File: src/rtl/pair_pkg.sv
package pair_pkg;

    typedef enum logic [1:0] {
        ST_IDLE = 2'b00,
        ST_ONE  = 2'b01,
        ST_TWO  = 2'b10,
        ST_ERR  = 2'b11
    } pair_state_t;

    // One step of the pairing rule for one code bit.
    function automatic pair_state_t pair_step(input pair_state_t cur, input logic d);
        pair_state_t nxt;
        unique case (cur)
            ST_IDLE: nxt = d ? ST_ONE : ST_IDLE;
            ST_ONE:  nxt = d ? ST_TWO : ST_ERR;
            ST_TWO:  nxt = d ? ST_ERR : ST_IDLE;
            ST_ERR:  nxt = ST_ERR;
            default: nxt = ST_ERR;
        endcase
        return nxt;
    endfunction

    // A word may not close with a run that is still open at a single one.
    function automatic pair_state_t pair_close(input pair_state_t cur);
        return (cur == ST_ONE) ? ST_ERR : cur;
    endfunction

endpackage

File: src/rtl/pair_serial.sv
module pair_serial
    import pair_pkg::*;
(
    input  logic clk,
    input  logic rst_n,
    input  logic bit_valid,
    input  logic bit_data,
    input  logic word_start,
    input  logic word_end,
    output logic err_z
);

    pair_state_t st_q, st_d;

    // Next state: start resets, then the bit steps, then the end check.
    always_comb begin
        st_d = st_q;
        if (word_start) st_d = ST_IDLE;
        if (bit_valid)  st_d = pair_step(st_d, bit_data);
        if (word_end)   st_d = pair_close(st_d);
    end

    // State register
    always_ff @(posedge clk or negedge rst_n) begin
        if (!rst_n) st_q <= ST_IDLE;
        else        st_q <= st_d;
    end

    // Outputs
    always_comb begin
        err_z = (st_q == ST_ERR);
    end

    assert_lone_one_R2: assert property (@(posedge clk) disable iff (!rst_n)
        (st_q == ST_ONE && bit_valid && !bit_data && !word_start) |=> err_z);

    assert_triple_R3: assert property (@(posedge clk) disable iff (!rst_n)
        (st_q == ST_TWO && bit_valid && bit_data && !word_start) |=> err_z);

    assert_idle_zero_R4: assert property (@(posedge clk) disable iff (!rst_n)
        (st_q == ST_IDLE && bit_valid && !bit_data && !word_start && !word_end)
        |=> (st_q == ST_IDLE));

    assert_sticky_R5: assert property (@(posedge clk) disable iff (!rst_n)
        (err_z && !word_start) |=> err_z);

    assert_start_clears_R6: assert property (@(posedge clk) disable iff (!rst_n)
        (word_start && !(bit_valid && bit_data)) |=> !err_z);

    assert_hold_R7: assert property (@(posedge clk) disable iff (!rst_n)
        (!bit_valid && !word_start && !word_end) |=> $stable(st_q));

    assert_open_end_R8: assert property (@(posedge clk) disable iff (!rst_n)
        (st_q == ST_ONE && !bit_valid && word_end && !word_start) |=> err_z);

endmodule

File: config.mk
export PLATFORM = sky130hd
export DESIGN_NAME = pair_serial
export DESIGN_NICKNAME = d
export VERILOG_FILES = /design/src/rtl/pair_pkg.sv /design/src/rtl/pair_serial.sv
export SDC_FILE = /design/constraint.sdc
export NUM_CORES = 1
export LEC_CHECK = 0
export BUFFER_PORTS_ARGS = -buffer_cell sky130_fd_sc_hd__buf_4
export CAP_MARGIN = 0
export CORE_AREA = 2 2 39 41
export CTS_CLUSTER_SIZE = 28
export DETAILED_ROUTE_END_ITERATION = 8
export DIE_AREA = 0 0 41 43
export SETUP_SLACK_MARGIN = 0.1
export SYNTH_ARGS = -nofsm -noshare
export SYNTH_HDL_FRONTEND = slang
export SYNTH_SLANG_ARGS = --single-unit
File: constraint.sdc
create_clock -name clk -period 2.4 [get_ports clk]
set_input_delay 0.12 -clock clk [delete_from_list [all_inputs] [get_ports clk]]
set_output_delay 0.12 -clock clk [all_outputs]
set_load 0.05 [all_outputs]
* Yosys cells after proc, flatten, opt, wreduce, memory -nomap -nowiden
Cells that the tools add are included.
** Word-level totals
- Register bits :: 2
- Input bits :: 6
- Word-level logic and storage cells :: 15
- Output and inout bits :: 1
** Operators by class
- Equality and inequality tests :: 5
- Muxes and demuxes :: 8
- Reduce and logical (&&, ||, !) cells :: 1
** Operators by type and width (count)
- $mux W2 :: 5
- $pmux W2 S4 :: 1
- $eq A2 B2 Y1 const B :: 3
- $eq A2 B1 Y1 const B :: 2
- $logic_not A2 Y1 :: 1
- $mux W1 :: 2

* Longest topological paths before layout
Gate-level depths: netlist (run 1).
- Depth in word-level cells :: 7
- Gate-level depth with buffers :: 3
- Gate-level depth less buffers :: 3

* Worst setup path before layout (run 1)
OpenSTA, ideal clock, no wires.
- Path kind :: reg2reg
- Start point :: register st_q[1]
- End point :: register st_q[1]
- Path buffers :: 0
- Period minus slack after synthesis :: 920 ps
- Slack :: 1480 ps
- Library setup time :: 126 ps
- Arrival time :: 794 ps
- Cell stages (with the launch flop) :: 4
- Data required time :: 2274 ps
- Cells stage by stage :: dfrtp_1 -> inv_1 -> o21ai_1 -> a221o_1
** On the way
- Word-level cells in the longest chain between the ends :: 7
- Elaborated cells on any way between the ends :: 10
- Classes of those cells :: eq/ne: 4; mux: 5; reduce/logical: 1
** RTL lines
- start, declared :: RTL line pair_serial.sv:13 : pair_state_t st_q, st_d;
- start signal, assigned :: RTL line pair_serial.sv:26 : else st_q <= st_d;
- $mux W2 (*) :: RTL line pair_serial.sv:18 : if (word_start) st_d = ST_IDLE;
- $eq A2 B2 Y1, or another cell as far along :: RTL line pair_pkg.sv:13 : unique case (cur)
- $pmux W2 S4 :: RTL line pair_pkg.sv:13
- $mux W2 (*) :: RTL line pair_serial.sv:19 : if (bit_valid) st_d = pair_step(st_d, bit_data);
- $eq A2 B1 Y1 :: RTL line pair_pkg.sv:25 : return (cur == ST_ONE) ? ST_ERR : cur;
- $mux W2 :: RTL line pair_pkg.sv:25
- $mux W2 (*) :: RTL line pair_serial.sv:20 : if (word_end) st_d = pair_close(st_d);
- named net st_d[1] :: RTL line pair_serial.sv:13
Mark *: on every way through the listed nets, which the timed path passes. The rest lies on a longest branch.

* Worst setup path in the final report (run 1)
- Start point :: register st_q[1]
- End point :: output port err_z
** On the way
- Word-level cells in the longest chain between the ends :: 1
** RTL lines
- $eq A2 B2 Y1 :: RTL line pair_serial.sv:31 : err_z = (st_q == ST_ERR);
- end, declared :: RTL line pair_serial.sv:10 : output logic err_z
No other way between the ends.

==> results of run 1 <==
==> power by group <==
part	switching [mW]	total, mW	internal [mW]
registers	0.00284	0.0408	0.0380
logic	0.0136	0.0273	0.0137
clock network	0.0173	0.0723	0.0550
total	0.0338	0.141	0.107
==> synth_stat cells (all sizes together) <==
master | number | area, um2
a21oi | 1 | 5.000
a221o | 1 | 10.01
and2 | 1 | 6.260
dfrtp | 2 | 50.05
inv | 1 | 3.750
nand2 | 2 | 7.510
nand2b | 1 | 6.260
nor2 | 3 | 11.26
nor3 | 1 | 5.000
o21ai | 1 | 5.000
==> per-layer routing <==
layer,up-vias,share of wire [%]
li1,68,-
met1,55,34
met2,4,59
met3,0,6.8
met4,0,0
met5,-,0
==> through the flow <==
stage | hold WS (ns) | instance area (um2) | instances | power (mW) | util, %
6_report | 0.1549 | 207.7 | 40 | 0.1405 | 15.01
5_1_grt | 0.1588 | 207.7 | 40 | 0.1531 | 15.01
4_1_cts | 0.1486 | 207.7 | 40 | 0.1473 | 15.01
3_5_place_dp | -0.09614 | 175.2 | 36 | 0.06793 | 12.66
3_3_place_gp | -0.09791 | 175.2 | 36 | 0.06734 | 12.66
2_1_floorplan | -0.1756 | 110.1 | 14 | 0.05526 | -
==> cell usage in the layout, fill, tap and decap left out, drive strengths merged <==
cell         synthesis  layout
buf                  0       6
nor2                 3       3
clkbuf               0       3
nand2                2       2
dfrtp                2       2
nand2b               1       1
nor3                 1       1
a21oi                1       1
inv                  1       1
o21ai                1       1
a221o                1       1
and2                 1       1
dlygate4sd3          0       1
==> critical path, delay by kind of cell, from the launching register on <==
family,cells,cell delay (ns)
AND/OR/NAND/NOR,1,0.16
flip-flops,1,0.38
buffers and inverters,1,0.18
==> final timing paths <==
check	endpoint	slack (ns)	cells past startpoint
hold / removal	st_q[1]$_DFF_PN0_	0.15	2
setup / recovery	err_z	1.34	2
max in group asynchronous	st_q[1]$_DFF_PN0_	2.09	2
setup reg to reg	st_q[1]$_DFF_PN0_	1.44	3
min in group asynchronous	st_q[0]$_DFF_PN0_	0.22	2
hold reg to reg	st_q[1]$_DFF_PN0_	0.55	1
==> layout make-up <==
type | instances | area [um2] | area share [%]
Tap cell | 16 | 20.02 | 9.639
Multi-Input combinational cell | 11 | 56.30 | 27.11
Timing Repair Buffer | 7 | 55.05 | 26.51
Clock buffer | 3 | 22.52 | 10.84
Inverter | 1 | 3.754 | 1.807
Sequential cell | 2 | 50.05 | 24.10
==> cell families (layout without fill, tap and decap cells) <==
group                  count (synthesis)  count (layout)  share of synthesized area (%)
buffers and inverters                  1              11                          3.406
AND/OR/NAND/NOR                        8               8                          32.96
AO/OA/AOI/OAI                          3               3                          18.17
flip-flops                             2               2                          45.46
==> impl_metrics.py, run 1 <==
metrics = {
    "yosys": {
        "ys_ff_latch": 2,
        "yosysSeqAreaShare_pct": 45.45,
        "synth_area_um2": 110.1,
        "synth_fp_nets": 20,
        "synth_cell_types": 10,
        "yosys_warnings": 0,
        "syn_inst": 14,
        "synth_area_per_cell_um2": 7.865,
    },
    "global_route": {
        "grt_max_degree": 5,
        "grtUsageTotal_pct": 4.004,
        "grt_pass1_wl_um": 372,
        "grt_pass1_vias": 119,
        "use_met1_pct": 2.229,
        "use_met3_pct": 3.141,
        "grt.overflow.total": 0,
        "grtUsageMet2_pct": 4.688,
        "busiest_layer": "met4",
        "antenna_found_initial": 0,
    },
    "layout": {
        "top_regs": "st_q: 2 flops",
        "area_growth_syn_to_layout_pct": 88.64,
        "n_antenna_cell": 0,
        "num-fill-cells": 154,
        "regMostFlops": "st_q",
        "drive_above_1_share_pct": 37.50,
        "largest_reg_flops": 2,
        "fin_nets": 32,
    },
    "critical_path": {
        "slowest_stage": "dfrtp_1",
        "critical_path_required_ns": 2.28,
        "crit_path_end_kind": "output pin",
        "cp_slowest_stage_delay_ns": 0.38,
        "crit_fanout": 4,
        "path_cells": "and2_1 > buf_4",
        "critical_path_class": "flop to output pin",
        "cp-start-kind": "flop",
        "crit_path_start": "st_q[1]$_DFF_PN0_",
        "cp_data_arrival_time_ns": 0.94,
        "r2r_start": "st_q[1]$_DFF_PN0_",
    },
    "die": {
        "initial_utilization_pct": 7.957,
        "fp-row-count": 14,
        "ioPinCount": 7,
        "dieArea_mm2": 0.001763,
        "die_w_um": 41,
        "core-area_mm2": 0.001384,
        "die_height_um": 43,
    },
    "detailed_routing": {
        "ant_nets": 0,
        "via_count": 127,
        "route.detailed.drc": 0,
        "wire_per_inst_um": 6.575,
        "firstDrtPassIters": 2,
        "finalWirelength_um": 263,
        "vias_per_cell": 3.175,
        "drt_iter0_markers": 2,
    },
    "sta": {
        "setup_ws_ns": 1.335,
        "tightestPinTransition_ns": 0.1480,
        "rsz0062_at_grt": "false",
        "fin_crit_sh_pct": 44.36,
        "fin_setup_tns_ns": 0,
        "hold_viol_final": 0,
        "fin_skew_ns": 0.0007750,
        "final_max_slew_viol_count": 0,
        "relSlewSlack_pct": 90.05,
        "finalSetupViolations": 0,
        "fin_crit_ns": 1.065,
        "max_freq_mhz": 939.4,
    },
    "clock_network": {
        "post_cts_buffers": 0,
        "clkSinkCount": 2,
        "cts_root_buf": "clkbuf_4",
        "clk_pin_slew_worst_paths_ns": 0.03,
        "cts_max_path_buffers": 2,
        "numCtsBuffers": 3,
        "ctsHtreeMaxLevel": 1,
        "hold_buffers": 1,
        "cts_resized": 0,
        "clock_latency_ns": 0.22,
        "cts_tree": "yes",
    },
    "job": {
        "drv_cap": 0,
    },
    "power_and_ir_drop": {
        "power_density_mw_per_mm2": 676.5,
        "p_leak_nw": 0.09796,
        "peakVddDrop_v": 0.00006180,
    },
    "placement": {
        "place_worst_setup_slack_ns": 1.431,
        "port_buffers": 6,
        "routabilityCongestion": 0.4182,
    },
    "hold_path": {
        "min_from": "bit_data",
        "hp-class": "input pin to flop",
    },
    "run_status": {
        "status": "finished, final reports clean",
    },
}
No activity file was read; power rests on OpenSTA's default activity.
==> run 2, diff against run 1 <==
==> constraint.sdc (replaced) <==
create_clock -name clk -period 1 [get_ports clk]
set_input_delay 0.05 -clock clk [delete_from_list [all_inputs] [get_ports clk]]
set_output_delay 0.05 -clock clk [all_outputs]
set_load 0.05 [all_outputs]
==> impl_metrics.py, run 2 (synthesis gave the netlist of run 1 again) <==
metrics = {
    "sta": {
        "fin_skew_ns": 0.0006636,
        "hold_viol_final": 0,
        "finalSetupViolations": 0,
        "relSlewSlack_pct": 89.91,
        "tightestPinTransition_ns": 0.1501,
        "fin_crit_sh_pct": 95.98,
        "rsz0062_at_grt": "true",
        "fin_crit_ns": 0.9598,
        "final_max_slew_viol_count": 0,
        "max_freq_mhz": 1042,
        "fin_setup_tns_ns": 0,
    },
    "die": {
        "fp-row-count": 14,
        "initial_utilization_pct": 7.957,
        "die_w_um": 41,
        "dieArea_mm2": 0.001763,
        "ioPinCount": 7,
        "die_height_um": 43,
        "core-area_mm2": 0.001384,
    },
    "layout": {
        "final_common_cell": "buf_4",
        "area_growth_syn_to_layout_pct": 104.5,
        "finalNonFillerCells": 41,
        "drive_above_1_share_pct": 44.00,
        "num-fill-cells": 159,
        "n_antenna_cell": 0,
        "final_cell_mix": "6 x buf_4, 3 x nor2_1, 3 x clkbuf_4, 2 x nand2_1, 2 x dfrtp_1",
        "fin_nets": 33,
        "top_regs": "st_q: 2 flops",
        "largest_reg_flops": 2,
        "regMostFlops": "st_q",
    },
    "placement": {
        "dp_hpwl_um": 222.3,
        "dp_cells": 36,
        "routabilityCongestion": 0.4407,
        "port_buffers": 6,
    },
    "critical_path": {
        "worst-path-buf-inv": 1,
        "slowest_stage": "dfrtp_1",
        "r2r_start": "st_q[1]$_DFF_PN0_",
        "r2r_cells": 3,
        "crit_path_end_kind": "output pin",
        "crit_fanout": 4,
        "reg2reg_to": "st_q[1]$_DFF_PN0_",
        "path_cells": "and2_4 > buf_8",
        "crit_family": "flip-flops",
        "critical_path_required_ns": 0.95,
        "cp_data_arrival_time_ns": 0.91,
        "critical_path_class": "flop to output pin",
        "cp_slowest_stage_delay_ns": 0.39,
        "cp-start-kind": "flop",
        "rrSetupSlack_ns": 0.07,
    },
    "power_and_ir_drop": {
        "switching_share_pct": 24.34,
        "p_int_uw": 270.5,
        "peakVddDrop_v": 0.0001639,
        "combPwrFrac_pct": 23.2,
        "power_density_mw_per_mm2": 1587,
        "switchingPower_uw": 87.01,
        "p_leak_nw": 0.1066,
        "clockPowerShare_pct": 49.2,
        "power_frac_seq_pct": 27.6,
    },
    "clock_network": {
        "clk_pin_slew_worst_paths_ns": 0.03,
        "cts_tree": "yes",
        "cts_max_path_buffers": 2,
        "clock_latency_ns": 0.22,
        "ctsHtreeMaxLevel": 1,
        "numCtsBuffers": 3,
        "clkSinkCount": 2,
        "cts_root_buf": "clkbuf_4",
    },
    "detailed_routing": {
        "drt_iter0_markers": 3,
        "firstDrtPassIters": 2,
        "ant_nets": 0,
        "wire_per_inst_um": 7.268,
        "via_count": 139,
        "vias_per_cell": 3.390,
        "route.detailed.drc": 0,
        "finalWirelength_um": 298,
    },
    "global_route": {
        "grtUsageTotal_pct": 5.100,
        "grt_pass1_wl_um": 489,
        "grt_max_degree": 5,
        "grt.overflow.total": 0,
        "antenna_found_initial": 0,
        "grt_pass1_vias": 158,
    },
    "job": {
        "drv_cap": 0,
    },
    "hold_path": {
        "hold_end": "st_q[1]$_DFF_PN0_",
        "min_delay_path_depth": 2,
        "min_from": "bit_data",
        "hp-class": "input pin to flop",
    },
    "run_status": {
        "status": "finished, final reports clean",
    },
}
[run 2: cell types whose count changed in the layout (fill, tap and decap cells not counted)]
| cell | change |
|---|---|
| and2_1 | -1 |
| buf_8 | +1 |
| and2_4 | +1 |
[run 2: worst max-delay path by stage]
stage                      start                 to  depth (start not counted)
2_1_floorplan  st_q[1]$_DFF_PN0_  st_q[1]$_DFF_PN0_                          3
3_3_place_gp   st_q[1]$_DFF_PN0_  st_q[1]$_DFF_PN0_                          3
3_5_place_dp   st_q[1]$_DFF_PN0_  st_q[1]$_DFF_PN0_                          3
4_1_cts        st_q[1]$_DFF_PN0_              err_z                          2
5_1_grt        st_q[1]$_DFF_PN0_              err_z                          2
6_report       st_q[1]$_DFF_PN0_              err_z                          2
[run 2: repair_timing]
| item | 4_1_cts | 5_1_grt |
|---|---|---|
| pin swaps | 2 | 0 |
| setup buffers | 1 | 0 |
| setup endpoints to repair | 2 | 2 |
| resized for setup | 2 | 1 |
| hold endpoints to repair | 2 | 0 |
| hold buffers | 1 | 0 |
[run 2: area by class of cell]
type                            instances  area [um2]  area share [%]
Sequential cell                         2       50.05           22.22
Tap cell                               16       20.02           8.889
Inverter                                1       3.754           1.667
Clock buffer                            3       22.52           10.00
Timing Repair Buffer                    8       70.07           31.11
Multi-Input combinational cell         11       58.81           26.11
[run 2: layer usage]
metal | vias up | share of wire [%] | GRT usage [%] | wire, um
li1 | 69 | - | - | -
met1 | 66 | 34 | 2.857 | 102
met2 | 4 | 59 | 6.563 | 177
met3 | 0 | 6.0 | 1.571 | 18
met4 | 0 | 0 | 12.00 | 0
met5 | - | 0 | 0 | 0
[run 2: worst register-to-register path, delay by kind of cell, from the launching register on]
kind / cells / cell delay [ns]
buffers and inverters: 1 / 0.07
DFF: 1 / 0.39
AOI/OAI and AO/OA: 2 / 0.35
[run 2: power by group through the flow]
stage                     Clock (mW)  Combinational [mW]  Sequential (mW)
after floorplan                    0              0.0353           0.0973
after global placement             0              0.0621           0.0991
after detailed placement           0              0.0626            0.100
after CTS                      0.190              0.0799           0.0993
after global routing           0.201              0.0903            0.101
final                          0.176              0.0829           0.0987
[run 2: through the flow]
stage	cell area, um2	power [mW]	setup slack (ns)	hold WS (ns)	util [%]
final	225.2	0.3575	0.04018	0.07228	16.27
after CTS	221.5	0.3692	0.02460	0.06104	16.00
after global placement	175.2	0.1612	0.07979	-0.1656	12.66
after detailed placement	175.2	0.1627	0.05621	-0.1650	12.66
after global routing	225.2	0.3917	-0.008344	0.08541	16.27
after floorplan	110.1	0.1326	0.1096	-0.2456	-
